--- config.mk ---
export PLATFORM = sky130hd
export DESIGN_NAME = tmr8_dual_cmp
export DESIGN_NICKNAME = d
export VERILOG_FILES = /design/src/rtl/tmr_pkg.sv /design/src/rtl/tmr_prescale.sv /design/src/rtl/tmr_edge_sync.sv /design/src/rtl/tmr_core.sv /design/src/rtl/tmr8_dual_cmp.sv
export SDC_FILE = /design/constraint.sdc
export NUM_CORES = 1
export LEC_CHECK = 0
export CORE_UTILIZATION = 45
export CTS_BUF_LIST = sky130_fd_sc_hd__clkbuf_4 sky130_fd_sc_hd__clkbuf_8
export CTS_CLUSTER_SIZE = 25
export DETAILED_ROUTE_END_ITERATION = 12
export PLACE_DENSITY = 0.66
export SLEW_MARGIN = 20
export SYNTH_ARGS = -nofsm -noshare
export SYNTH_HDL_FRONTEND = slang
export SYNTH_SLANG_ARGS = --single-unit
--- constraint.sdc ---
create_clock -name clk -period 4.4 [get_ports clk]
set_clock_uncertainty 0.1 [all_clocks]
set_input_delay 0.88 -clock clk [delete_from_list [all_inputs] [get_ports clk]]
set_output_delay 0.88 -clock clk [all_outputs]
set_load 0.01 [all_outputs]
--- src/rtl/tmr_pkg.sv ---
package tmr_pkg;
  typedef enum logic [2:0] {
    CS_STOP     = 3'd0,
    CS_DIV1     = 3'd1,
    CS_DIV8     = 3'd2,
    CS_DIV64    = 3'd3,
    CS_DIV256   = 3'd4,
    CS_DIV1024  = 3'd5,
    CS_EXT_FALL = 3'd6,
    CS_EXT_RISE = 3'd7
  } csel_e;

  localparam logic [2:0] ADDR_CNT  = 3'd0;
  localparam logic [2:0] ADDR_CMPA = 3'd1;
  localparam logic [2:0] ADDR_CMPB = 3'd2;
  localparam logic [2:0] ADDR_CSEL = 3'd3;
  localparam logic [2:0] ADDR_MASK = 3'd4;
  localparam logic [2:0] ADDR_FLAG = 3'd5;

  localparam int NFLAG  = 3;
  localparam int FB_CMPA = 0;
  localparam int FB_OVF  = 1;
  localparam int FB_CMPB = 2;

  // number of all-ones low prescaler bits needed for a tick
  function automatic int tap_bits(input logic [2:0] code);
    case (code)
      CS_DIV8:    return 3;
      CS_DIV64:   return 6;
      CS_DIV256:  return 8;
      CS_DIV1024: return 10;
      default:    return 0;
    endcase
  endfunction
endpackage

--- src/rtl/tmr_prescale.sv ---
module tmr_prescale #(
  parameter int PW = 10
) (
  input  logic       clk,
  input  logic       rst_n,
  input  logic [2:0] csel,
  input  logic       ext_rise,
  input  logic       ext_fall,
  output logic       tick
);
  import tmr_pkg::*;

  logic [PW-1:0] pre_q;

  function automatic logic [PW-1:0] low_mask(input logic [2:0] code);
    logic [31:0] m;
    m = (32'd1 << tap_bits(code)) - 32'd1;
    return m[PW-1:0];
  endfunction

  always_ff @(posedge clk) begin
    if (!rst_n) pre_q <= '0;
    else        pre_q <= pre_q + 1'b1;
  end

  always_comb begin
    case (csel_e'(csel))
      CS_STOP:     tick = 1'b0;
      CS_EXT_FALL: tick = ext_fall;
      CS_EXT_RISE: tick = ext_rise;
      default:     tick = &(pre_q | ~low_mask(csel));
    endcase
  end
endmodule

--- src/rtl/tmr_edge_sync.sv ---
module tmr_edge_sync (
  input  logic clk,
  input  logic rst_n,
  input  logic pin,
  output logic rise,
  output logic fall
);
  logic [2:0] sh_q;

  always_ff @(posedge clk) begin
    if (!rst_n) sh_q <= '0;
    else        sh_q <= {sh_q[1:0], pin};
  end

  assign rise = sh_q[1] & ~sh_q[2];
  assign fall = ~sh_q[1] & sh_q[2];
endmodule

--- src/rtl/tmr_core.sv ---
module tmr_core #(
  parameter int W   = 8,
  parameter int NCH = 2
) (
  input  logic                  clk,
  input  logic                  rst_n,
  input  logic                  tick,
  input  logic                  cnt_we,
  input  logic [W-1:0]          cnt_wdata,
  input  logic [NCH-1:0][W-1:0] cmp,
  output logic [W-1:0]          cnt,
  output logic                  blk,
  output logic [NCH-1:0]        match,
  output logic                  wrap
);
  localparam logic [W-1:0] TOP = {W{1'b1}};

  function automatic logic hit(input logic t, input logic b,
                               input logic [W-1:0] c, input logic [W-1:0] r);
    return t && !b && (c == r);
  endfunction

  always_ff @(posedge clk) begin
    if (!rst_n) begin
      cnt <= '0;
      blk <= 1'b0;
    end else if (cnt_we) begin
      cnt <= cnt_wdata;
      blk <= 1'b1;
    end else if (tick) begin
      cnt <= cnt + 1'b1;
      blk <= 1'b0;
    end
  end

  for (genvar i = 0; i < NCH; i++) begin : g_ch
    assign match[i] = hit(tick, blk, cnt, cmp[i]);
  end

  assign wrap = tick && (cnt == TOP);
endmodule

--- src/rtl/tmr8_dual_cmp.sv ---
module tmr8_dual_cmp #(
  parameter int W  = 8,
  parameter int PW = 10,
  parameter int AW = 3
) (
  input  logic          clk,
  input  logic          rst_n,
  input  logic          bus_we,
  input  logic [AW-1:0] bus_addr,
  input  logic [W-1:0]  bus_wdata,
  output logic [W-1:0]  bus_rdata,
  input  logic          cnt_pin,
  input  logic          glb_ie,
  output logic          irq_cmpa,
  output logic          irq_ovf,
  output logic          irq_cmpb,
  output logic          match_a,
  output logic          match_b
);
  import tmr_pkg::*;

  localparam int NCH = 2;

  logic [NCH-1:0][W-1:0] cmp_q;
  logic [2:0]            csel_q;
  logic [NFLAG-1:0]      mask_q, flag_q, flag_set, flag_clr;
  logic [W-1:0]          cnt_q;
  logic [NCH-1:0]        match;
  logic                  tick, blk, wrap, cnt_we, ext_rise, ext_fall;

  function automatic logic wr_at(input logic we, input logic [AW-1:0] a,
                                 input logic [2:0] target);
    return we && (a == AW'(target));
  endfunction

  assign cnt_we = wr_at(bus_we, bus_addr, ADDR_CNT);

  tmr_edge_sync u_sync (
    .clk(clk), .rst_n(rst_n), .pin(cnt_pin), .rise(ext_rise), .fall(ext_fall)
  );

  tmr_prescale #(.PW(PW)) u_pre (
    .clk(clk), .rst_n(rst_n), .csel(csel_q),
    .ext_rise(ext_rise), .ext_fall(ext_fall), .tick(tick)
  );

  tmr_core #(.W(W), .NCH(NCH)) u_core (
    .clk(clk), .rst_n(rst_n), .tick(tick), .cnt_we(cnt_we),
    .cnt_wdata(bus_wdata), .cmp(cmp_q), .cnt(cnt_q), .blk(blk),
    .match(match), .wrap(wrap)
  );

  always_ff @(posedge clk) begin
    if (!rst_n) begin
      cmp_q  <= '0;
      csel_q <= '0;
      mask_q <= '0;
    end else begin
      if (wr_at(bus_we, bus_addr, ADDR_CMPA)) cmp_q[0] <= bus_wdata;
      if (wr_at(bus_we, bus_addr, ADDR_CMPB)) cmp_q[1] <= bus_wdata;
      if (wr_at(bus_we, bus_addr, ADDR_CSEL)) csel_q  <= bus_wdata[2:0];
      if (wr_at(bus_we, bus_addr, ADDR_MASK)) mask_q  <= bus_wdata[NFLAG-1:0];
    end
  end

  always_comb begin
    flag_set          = '0;
    flag_set[FB_CMPA] = match[0];
    flag_set[FB_OVF]  = wrap;
    flag_set[FB_CMPB] = match[1];
    flag_clr = wr_at(bus_we, bus_addr, ADDR_FLAG) ? bus_wdata[NFLAG-1:0] : '0;
  end

  always_ff @(posedge clk) begin
    if (!rst_n) flag_q <= '0;
    else        flag_q <= (flag_q & ~flag_clr) | flag_set;
  end

  always_comb begin
    case (bus_addr)
      AW'(ADDR_CNT):  bus_rdata = cnt_q;
      AW'(ADDR_CMPA): bus_rdata = cmp_q[0];
      AW'(ADDR_CMPB): bus_rdata = cmp_q[1];
      AW'(ADDR_CSEL): bus_rdata = {{(W-3){1'b0}}, csel_q};
      AW'(ADDR_MASK): bus_rdata = {{(W-NFLAG){1'b0}}, mask_q};
      AW'(ADDR_FLAG): bus_rdata = {{(W-NFLAG){1'b0}}, flag_q};
      default:        bus_rdata = '0;
    endcase
  end

  assign irq_cmpa = glb_ie & flag_q[FB_CMPA] & mask_q[FB_CMPA];
  assign irq_ovf  = glb_ie & flag_q[FB_OVF]  & mask_q[FB_OVF];
  assign irq_cmpb = glb_ie & flag_q[FB_CMPB] & mask_q[FB_CMPB];
  assign match_a  = match[0];
  assign match_b  = match[1];
endmodule

==> results.cfg, run 1 <==
[detailed_routing]
wl_per_cell_um = 15.4
num_vias = 2327
drc_errors = 0
dr.pass1.iters = 4
finalWirelength_um = 6470
first_iter_violations = 122
ant_nets = 0
vias_per_cell = 5.55

[sta]
fin_crit_ns = 4.13
hold_viol = 0
slew_headroom = 0.646
timing.fmax_ghz = 0.242
slew_violations = 0
post-route-period-util = 0.938
setup_tns_ns = 0
worst_slack_ns = 0.274
setup_viol = 0
tightest_slew_ns = 0.530
rsz0062_at_grt = false

[worst_setup_path]
reg2reg_to = u_core.cnt[3]$_SDFFE_PN0P_
ff2ff_path_depth = 10
crit_family = simple AND/OR/NAND/NOR gates
cp_slowest_cell = or4b_4
cp-end-kind = primary output
crit_path_max_fanout = 9
worst_ep_required_time_ns = 3.42
ff2ff_setup_slack_ns = 1.28
path_class = register to primary output
critical_path_buf_inv_count = 2
cp_cell_sequence = inv_1 > ha_1 > or4b_4 > nand2_1 > nor4_1 > a2111o_1 > o31a_4 > nor4_2 > dlygate4sd2_1
worstPathArrival_ns = 3.15
startpoint_type = register
reg2reg_from = csel_q[2]$_SDFFE_PN0P_
cpPeakStageDelay_ns = 0.51

[clock_network]
postCtsHoldBufs = 0
cts.sinks = 47
cts_max_level = 2
cts_tree = built
clk_latency_ns = 0.30
cts_buffers = 5
postCtsResizedCells = 6
clock_path_buffers = 2
clk_pin_slew_ns = 0.08
post-cts-setup-buffers = 0
cts_root_buf = clkbuf_8

[global_route]
grt.overflow.total = 0
grt_max_degree = 50
grt_pass1_vias = 2264
antenna_found_initial = 0
grt_usage = 0.228
grt_first_pass_wirelength_um = 11100

[power_and_ir_drop]
share_comb_of_total_power = 0.123
p_int_mw = 0.727
power.leakage_nw = 1.19
ir_drop_v = 0.000193
p_seq_frac = 0.480
p_clk_frac = 0.397
power.switching_mw = 0.219
power_density_mw_per_mm2 = 295
p_sw_frac = 0.231
finalPower_mw = 0.946

[finish]
drive_gt1_frac = 0.0692
final_util = 0.570
nFillCells = 514
register_area_um2 = 942
final_nets = 368
multi_input_area_mm2 = 0.00167
syn_to_final_growth_pct = 18.6
final_cells = 419
diodes = 0

[yosys]
synthFlopType = dfxtp_1
synth_seq_area_share = 0.347
yosys.cell_count.top_type = dfxtp_1
synth-edff-count = 0
synth_cells = 324
yosys_register_bits = 47
yosysTopAreaCellShare = 0.347
async_reset_ff_frac = 0
syn_area_mm2 = 0.00271
synth.lib_cells_used.distinct = 41
syn_avg_cell_area_um2 = 8.36
synth_area_leaders = dfxtp_1 35%, mux2i_1 9.6%, xnor2_1 7.8%
synth_area_leader_cell = dfxtp_1
synth_warnings = 0
synthTopCellsByCount = 47 x dfxtp_1, 30 x nand2_1, 26 x mux2i_1
synth.net_count = 346

[place]
io_buffers = 28
gp_congestion = 0.800
hpwl_um = 4570
place_ws_ns = 0.116
place_inst = 411

[floorplanning]
dieArea_mm2 = 0.00634
die-width_um = 79.6
row_count = 27
die_h_um = 79.6
core_mm2 = 0.00564
start_util = 0.480
ios = 29

[hold_path]
hold_class = register to register
hold_path_end = u_sync.sh_q[1]$_SDFF_PN0_
hold_start = u_sync.sh_q[0]$_SDFF_PN0_
whs_path_depth = 1

[status]
status = finished, final reports clean

[flow_run]
maxCapViolCount = 0
flip-flops by register name, indices dropped and copies added, names as in the netlist:
name and flops:
mask_q 3, flag_q 3, u_sync.sh_q 3, u_pre.pre_q 10
cmp_q 16, csel_q 3, u_core.cnt 8, u_core.blk 1
power by group through the flow:
stage / Combinational (mW) / Clock, mW / Sequential [mW]
floorplan: 0.0751 / 0 / 0.454
global placement: 0.112 / 0 / 0.464
detailed placement: 0.112 / 0 / 0.464
CTS: 0.116 / 0.385 / 0.454
global route: 0.128 / 0.402 / 0.457
finish: 0.116 / 0.376 / 0.454
metal layers:
| metal | global-route usage | wire length, um | vias to the layer above |
|---|---|---|---|
| li1 | - | - | 1164 |
| met1 | 0.316 | 3220 | 1083 |
| met2 | 0.356 | 2840 | 74 |
| met3 | 0.0434 | 357 | 6 |
| met4 | 0.0655 | 46 | 0 |
| met5 | 0 | 0 | - |
layout by cell type (no fill, tap or decap), drive strengths merged, types with 10 or more instances in the layout:
cell and count:
buf 10, and3 10, nand3 10, a21oi 13, xnor2 24, and2 12
clkdlybuf4s50 26, dfxtp 47, nand2 30, mux2i 26, o21ai 17, a21boi 11
nor2b 20, nor2 22
kinds of logic (layout without fill, tap and decap cells):
group | after synthesis | after routing | synth area share
buf+inv | 29 | 52 | 0.0434
xor+xnor | 27 | 27 | 0.0873
simple gates | 127 | 127 | 0.250
compound gates | 62 | 62 | 0.148
flops | 47 | 47 | 0.347
fa+ha+maj | 6 | 6 | 0.0277
mux | 26 | 26 | 0.0960
how the worst max path moves through the flow:
| stage | start | end | slack, ns | cells past startpoint |
|---|---|---|---|---|
| final | csel_q[2]$_SDFFE_PN0P_ | match_a | 0.27 | 9 |
| after global routing | csel_q[1]$_SDFFE_PN0P_ | match_a | 0.06 | 8 |
| after CTS | csel_q[2]$_SDFFE_PN0P_ | match_a | 0.27 | 9 |
| after detailed placement | csel_q[1]$_SDFFE_PN0P_ | match_b | 0.12 | 9 |
| after global placement | csel_q[1]$_SDFFE_PN0P_ | match_b | 0.21 | 9 |
| after floorplan | csel_q[2]$_SDFFE_PN0P_ | match_a | 0.86 | 9 |
worst reg2reg max path: stages, from the launching register on:
cell and delay [ns]:
dfxtp_1 0.40, inv_1 0.09, ha_1 0.26, or4b_4 0.51, nand2_1 0.09, nor4_1 0.05, a2111o_1 0.41, o31a_4 0.43
buf_4 0.20, or3_1 0.36, a31oi_1 0.17
stage by stage:
stage	instance area (um2)	hold WS [ns]
after global routing	3210	0.396
after CTS	3210	0.342
final	3210	0.346
after floorplan	2710	0.312
after global placement	3060	0.320
after detailed placement	3060	0.321
area by class of cell:
type,count,area share
multi-input cells,248,0.519
flip-flops and latches,47,0.293
repair buffers,38,0.110
well taps,72,0.0280
clock buffers,6,0.0238
clock inverters,2,0.0187
inverters,6,0.00701
No activity file was read; power rests on OpenSTA's default activity.
==> run 2: changes to the inputs <==
--- a/config.mk
+++ b/config.mk
@@ -5,6 +5,7 @@
 export SDC_FILE = /design/constraint.sdc
 export NUM_CORES = 1
 export LEC_CHECK = 0
+export CORE_MARGIN = 2
 export CORE_UTILIZATION = 45
 export CTS_BUF_LIST = sky130_fd_sc_hd__clkbuf_4 sky130_fd_sc_hd__clkbuf_8
 export CTS_CLUSTER_SIZE = 25
@@ -14,3 +15,4 @@
 export SYNTH_ARGS = -nofsm -noshare
 export SYNTH_HDL_FRONTEND = slang
 export SYNTH_SLANG_ARGS = --single-unit
+export TNS_END_PERCENT = 1
==> run 2 against run 1 <==
  * Count of clock-buffer cells in the layout down 1
  * Via count down 0.52%
  * Hold slack better by 0.0043 ns
  * Critical path depth unchanged
  * Sequential power about the same
  * Total power up 0.19%
  * Die area up 5.1%
==> results.cfg, run 2 (synthesized netlist as in run 1, its figures left out) <==
[detailed_routing]
dr.pass1.iters = 5
finalWirelength_um = 6640
num_vias = 2315
vias_per_cell = 5.51
ant_nets = 0
wl_per_cell_um = 15.8
first_iter_violations = 106
drc_errors = 0

[finish]
multi_input_area_mm2 = 0.00166
drive_gt1_frac = 0.0638
mostFrequentLayoutCells = 45 x dfxtp_1, 30 x nand2_1, 26 x mux2i_1, 26 x clkdlybuf4s50_1, 24 x xnor2_1
top_register = cmp_q
largest_reg_flops = 16
layout_commonest_cell = dfxtp_1
diodes = 0
nFillCells = 559
syn_to_final_growth_pct = 18.0
final_cells = 420
final_nets = 366
register_area_um2 = 943
reg.largest.list = cmp_q (16), u_pre.pre_q (10), u_core.cnt (8)

[flow_run]
maxCapViolCount = 0

[place]
hpwl_um = 4710
gp_congestion = 0.791
place_inst = 412
io_buffers = 28

[sta]
slew_violations = 0
post-route-period-util = 0.949
setup_tns_ns = 0
tightest_slew_ns = 0.580
holdWs_ns = 0.350
fin_crit_ns = 4.18
hold_viol = 0
setup_viol = 0
slew_headroom = 0.612
timing.fmax_ghz = 0.239
rsz0062_at_grt = false

[global_route]
grt_usage = 0.205
grt_first_pass_wirelength_um = 10500
grt.overflow.total = 0
grt_max_degree = 50
antenna_found_initial = 0
grt_pass1_vias = 2066

[clock_network]
cts_tree = built
cts_buffers = 5
cts.sinks = 47
clk_pin_slew_ns = 0.10
cts_max_level = 2
cts_root_buf = clkbuf_8
clock_path_buffers = 2
clk_latency_ns = 0.31

[floorplanning]
start_util = 0.460
row_count = 28
die-width_um = 81.6
ios = 29
core_mm2 = 0.00589
die_h_um = 81.6
dieArea_mm2 = 0.00666

[power_and_ir_drop]
power.leakage_nw = 1.17
power_density_mw_per_mm2 = 297
ir_drop_v = 0.000148

[hold_path]
hold_class = register to register

[worst_setup_path]
startpoint_type = register
crit_family = compound AO/OA/AOI/OAI gates
critPathMostFrequentCell = inv_1
worstPathArrival_ns = 3.20
worst_ep_required_time_ns = 3.42
crit_path_max_fanout = 14
cp-end-kind = primary output
path_class = register to primary output
critical_path_buf_inv_count = 3
cp_cell_sequence = inv_1 > ha_1 > inv_1 > o41ai_4 > nor4_1 > a2111o_1 > o31a_1 > nor4_2 > dlygate4sd2_1
cp_slowest_cell = o41ai_4
cpPeakStageDelay_ns = 0.44

[status]
status = finished, final reports clean
-- run 2: cell count changes in the layout (fill, tap and decap cells not counted), sizes merged --
cell	previous run	this run
buf	10	8
clkbuf	6	5
clkinvlp	0	1
-- run 2: worst paths after layout --
kind,start,to,slack (ns),cells past startpoint
worst max-delay path,csel_q[1]$_SDFFE_PN0P_,match_a,0.22,9
worst min-delay path,u_sync.sh_q[0]$_SDFF_PN0_,u_sync.sh_q[1]$_SDFF_PN0_,0.35,1
worst max register to register,csel_q[1]$_SDFFE_PN0P_,u_core.cnt[4]$_SDFFE_PN0P_,1.23,10
worst min register to register,u_sync.sh_q[0]$_SDFF_PN0_,u_sync.sh_q[1]$_SDFF_PN0_,0.35,1
-- run 2: area by class of cell --
cell class / count / area share
clock inverters: 3 / 0.0211
clock buffers: 5 / 0.0215
inverters: 6 / 0.00705
multi-input cells: 248 / 0.520
repair buffers: 36 / 0.106
flip-flops and latches: 47 / 0.295
well taps: 75 / 0.0294
-- run 2: routing by layer --
metal  global-route usage  up-vias  part of all wire
met4               0.0467        0            0.0092
li1                     -     1165                 -
met3               0.0374        7             0.046
met1                0.291     1086              0.50
met2                0.325       57              0.44
met5                    0        -                 0
-- run 2: worst register-to-register path, cell delays in order, from the launching register on --
cell and delay [ns]:
dfxtp_2 0.41, inv_1 0.11, ha_1 0.25, inv_1 0.13, o41ai_4 0.44, nor4_1 0.13, a2111o_1 0.39, o31a_1 0.38
buf_4 0.23, or3_1 0.35, a31oi_1 0.17
-- run 2: stage by stage --
stage | power, mW | utilization | instance area [um2] | setup slack, ns
4_1_cts | 0.951 | 0.543 | 3200 | 0.258
3_3_place_gp | 0.574 | 0.518 | 3050 | 0.337
6_report | 0.948 | 0.543 | 3200 | 0.223
3_5_place_dp | 0.575 | 0.518 | 3050 | 0.167
2_1_floorplan | 0.530 | - | 2710 | 0.856
5_1_grt | 0.982 | 0.543 | 3200 | 0.0459
-- run 2: power by group --
part | total (mW) | internal (mW) | switching [mW] | leakage [nW]
Sequential | 0.455 | 0.437 | 0.0173 | 0.382
Clock | 0.381 | 0.227 | 0.154 | 0.0644
Combinational | 0.112 | 0.0555 | 0.0568 | 0.725
Total | 0.948 | 0.719 | 0.229 | 1.17
-- run 2: repair_timing --
item | 4_1_cts | 5_1_grt
hold buffers | 0 | 0
setup buffers | 0 | 0
setup endpoints to repair | 2 | 0
gates resized for setup | 5 | 0
hold endpoints to repair | 0 | 0
==> run 3: changes to the inputs <==
--- a/config.mk
+++ b/config.mk
@@ -5,12 +5,13 @@
 export SDC_FILE = /design/constraint.sdc
 export NUM_CORES = 1
 export LEC_CHECK = 0
+export CORE_ASPECT_RATIO = 1.4
 export CORE_MARGIN = 2
-export CORE_UTILIZATION = 45
+export CORE_UTILIZATION = 53
 export CTS_BUF_LIST = sky130_fd_sc_hd__clkbuf_4 sky130_fd_sc_hd__clkbuf_8
 export CTS_CLUSTER_SIZE = 25
 export DETAILED_ROUTE_END_ITERATION = 12
-export PLACE_DENSITY = 0.66
+export PLACE_DENSITY = 0.78
 export SLEW_MARGIN = 20
 export SYNTH_ARGS = -nofsm -noshare
 export SYNTH_HDL_FRONTEND = slang
==> constraint.sdc (replaced) <==
create_clock -name clk -period 3.5 [get_ports clk]
set_clock_uncertainty 0.1 [all_clocks]
set_input_delay 0.7 -clock clk [delete_from_list [all_inputs] [get_ports clk]]
set_output_delay 0.7 -clock clk [all_outputs]
set_load 0.01 [all_outputs]
==> run 3 against run 2 <==
  * Cell area increased by 6.3%
  * Routed wire length decreased by 0.63%
  * Critical path type unchanged
  * Utilization increased by 15 points
  * Total power grew 27%
  * Clock power increased by 24%
  * Register-to-register slack worse by 0.91 ns
==> results.cfg, run 3 (synthesized netlist as in run 1, its figures left out) <==
[hold_path]
hold_class = register to register
hold_path_end = u_sync.sh_q[1]$_SDFF_PN0_
hold_start = u_sync.sh_q[0]$_SDFF_PN0_
whs_path_depth = 1

[sta]
tightest_slew_ns = 0.941
fin_crit_ns = 3.42
timing.fmax_ghz = 0.292
setup_viol = 0
hold_viol = 0
slew_headroom = 0.371
rsz0062_at_grt = true
post-route-period-util = 0.978
slew_violations = 0

[finish]
reg.largest.list = cmp_q (16), u_pre.pre_q (10), u_core.cnt (8)
diodes = 0
final_util = 0.696
final_area_mm2 = 0.00340
drive_gt1_frac = 0.147
mostFrequentLayoutCells = 45 x dfxtp_1, 36 x buf_4, 30 x nand2_1
layout_commonest_cell = dfxtp_1
final_nets = 394
largest_reg_flops = 16
top_register = cmp_q
syn_to_final_growth_pct = 25.3

[clock_network]
clock_path_buffers = 2
clk_latency_ns = 0.30
cts.sinks = 47
clk_pin_slew_ns = 0.08
cts_buffers = 5
cts_max_level = 2
cts_tree = built
cts_root_buf = clkbuf_8

[power_and_ir_drop]
p_int_mw = 0.925
share_comb_of_total_power = 0.133
p_clk_frac = 0.393
p_seq_frac = 0.474
power_density_mw_per_mm2 = 354
ir_drop_v = 0.000205
finalPower_mw = 1.20
power.switching_mw = 0.279
power.leakage_nw = 1.32
p_sw_frac = 0.232

[worst_setup_path]
crit_path_max_fanout = 5
cpPeakStageDelay_ns = 0.49
reg2reg_from = csel_q[2]$_SDFFE_PN0P_
cp_cell_sequence = inv_1 > ha_2 > or4b_4 > nand2_1 > nor4_1 > a2111o_1 > o31a_1 > nor4_2 > buf_2
path_class = register to primary output
worst_ep_required_time_ns = 2.70
cp-end-kind = primary output
crit_family = simple AND/OR/NAND/NOR gates
ff2ff_setup_slack_ns = 0.32
ff2ff_path_depth = 17
cp_slowest_cell = or4b_4
worstPathArrival_ns = 2.62
startpoint_type = register
critical_path_buf_inv_count = 2
reg2reg_to = flag_q[2]$_SDFF_PN0_

[flow_run]
maxCapViolCount = 0

[floorplanning]
row_count = 30
ios = 29
core_mm2 = 0.00488
start_util = 0.555
die-width_um = 64.4
dieArea_mm2 = 0.00571
die_h_um = 88.6

[detailed_routing]
ant_nets = 0
finalWirelength_um = 6600
num_vias = 2447
drc_errors = 0
vias_per_cell = 5.60
first_iter_violations = 119
wl_per_cell_um = 15.1
dr.pass1.iters = 4

[place]
hpwl_um = 4670
detailed_place.area_mm2 = 0.00319
gp_congestion = 0.839
io_buffers = 28

[global_route]
grt_first_pass_wirelength_um = 11000
antenna_found_initial = 0
busiest_layer = met2
grt.overflow.total = 0
grt_usage = 0.247
grt_use_met2 = 0.420
grt_pass1_vias = 2264
grt_use_met3 = 0.0305
globalRouteMet1Util = 0.331
grt_max_degree = 32

[status]
status = finished, final reports clean
==> run 3: what timing repair did <==
action / 4_1_cts / 5_1_grt
setup endpoints to repair: 2 / 2
pin swaps: 3 / 0
gates resized for setup: 10 / 5
endpoints found under the hold margin: 0 / 0
hold buffers: 0 / 0
buffers inserted: 8 / 0
==> run 3: layout make-up <==
class / count / area [um2]
well taps: 64 / 80.1
inverters: 6 / 22.5
repair buffers: 64 / 541
flip-flops and latches: 47 / 946
multi-input cells: 248 / 1670
clock buffers: 6 / 76.3
clock inverters: 2 / 60.1
fillers: 397 / 1480
==> run 3: power by group through the flow <==
stage / clock, mW / combinational, mW / sequential [mW]
floorplan: 0 / 0.0944 / 0.571
global placement: 0 / 0.149 / 0.582
detailed placement: 0 / 0.150 / 0.583
CTS: 0.475 / 0.158 / 0.571
global route: 0.497 / 0.175 / 0.573
finish: 0.473 / 0.160 / 0.570
==> run 3: layer usage <==
metal | part of all wire | wire length, um | up-vias
met4 | 0.011 | 75 | 0
met3 | 0.045 | 297 | 8
met5 | 0 | 0 | -
met1 | 0.46 | 3010 | 1146
met2 | 0.49 | 3220 | 71
li1 | - | - | 1222
==> run 3: worst max-delay path by stage <==
| stage | startpoint | endpoint | cells past startpoint |
|---|---|---|---|
| final | csel_q[2]$_SDFFE_PN0P_ | match_b | 9 |
| after global placement | csel_q[2]$_SDFFE_PN0P_ | match_b | 9 |
| after CTS | csel_q[2]$_SDFFE_PN0P_ | match_b | 9 |
| after global routing | csel_q[2]$_SDFFE_PN0P_ | match_b | 9 |
| after floorplan | csel_q[2]$_SDFFE_PN0P_ | match_a | 9 |
| after detailed placement | csel_q[2]$_SDFFE_PN0P_ | match_a | 9 |
==> run 3: through the flow <==
step	hold slack, ns	setup TNS (ns)	cells	setup slack [ns]
global route	0.371	-0.0532	437	-0.0532
global placement	0.314	-0.339	421	-0.169
detailed placement	0.321	-0.530	421	-0.272
CTS	0.342	0	437	0.0518
floorplan	0.312	0	324	0.136
finish	0.336	0	437	0.0768
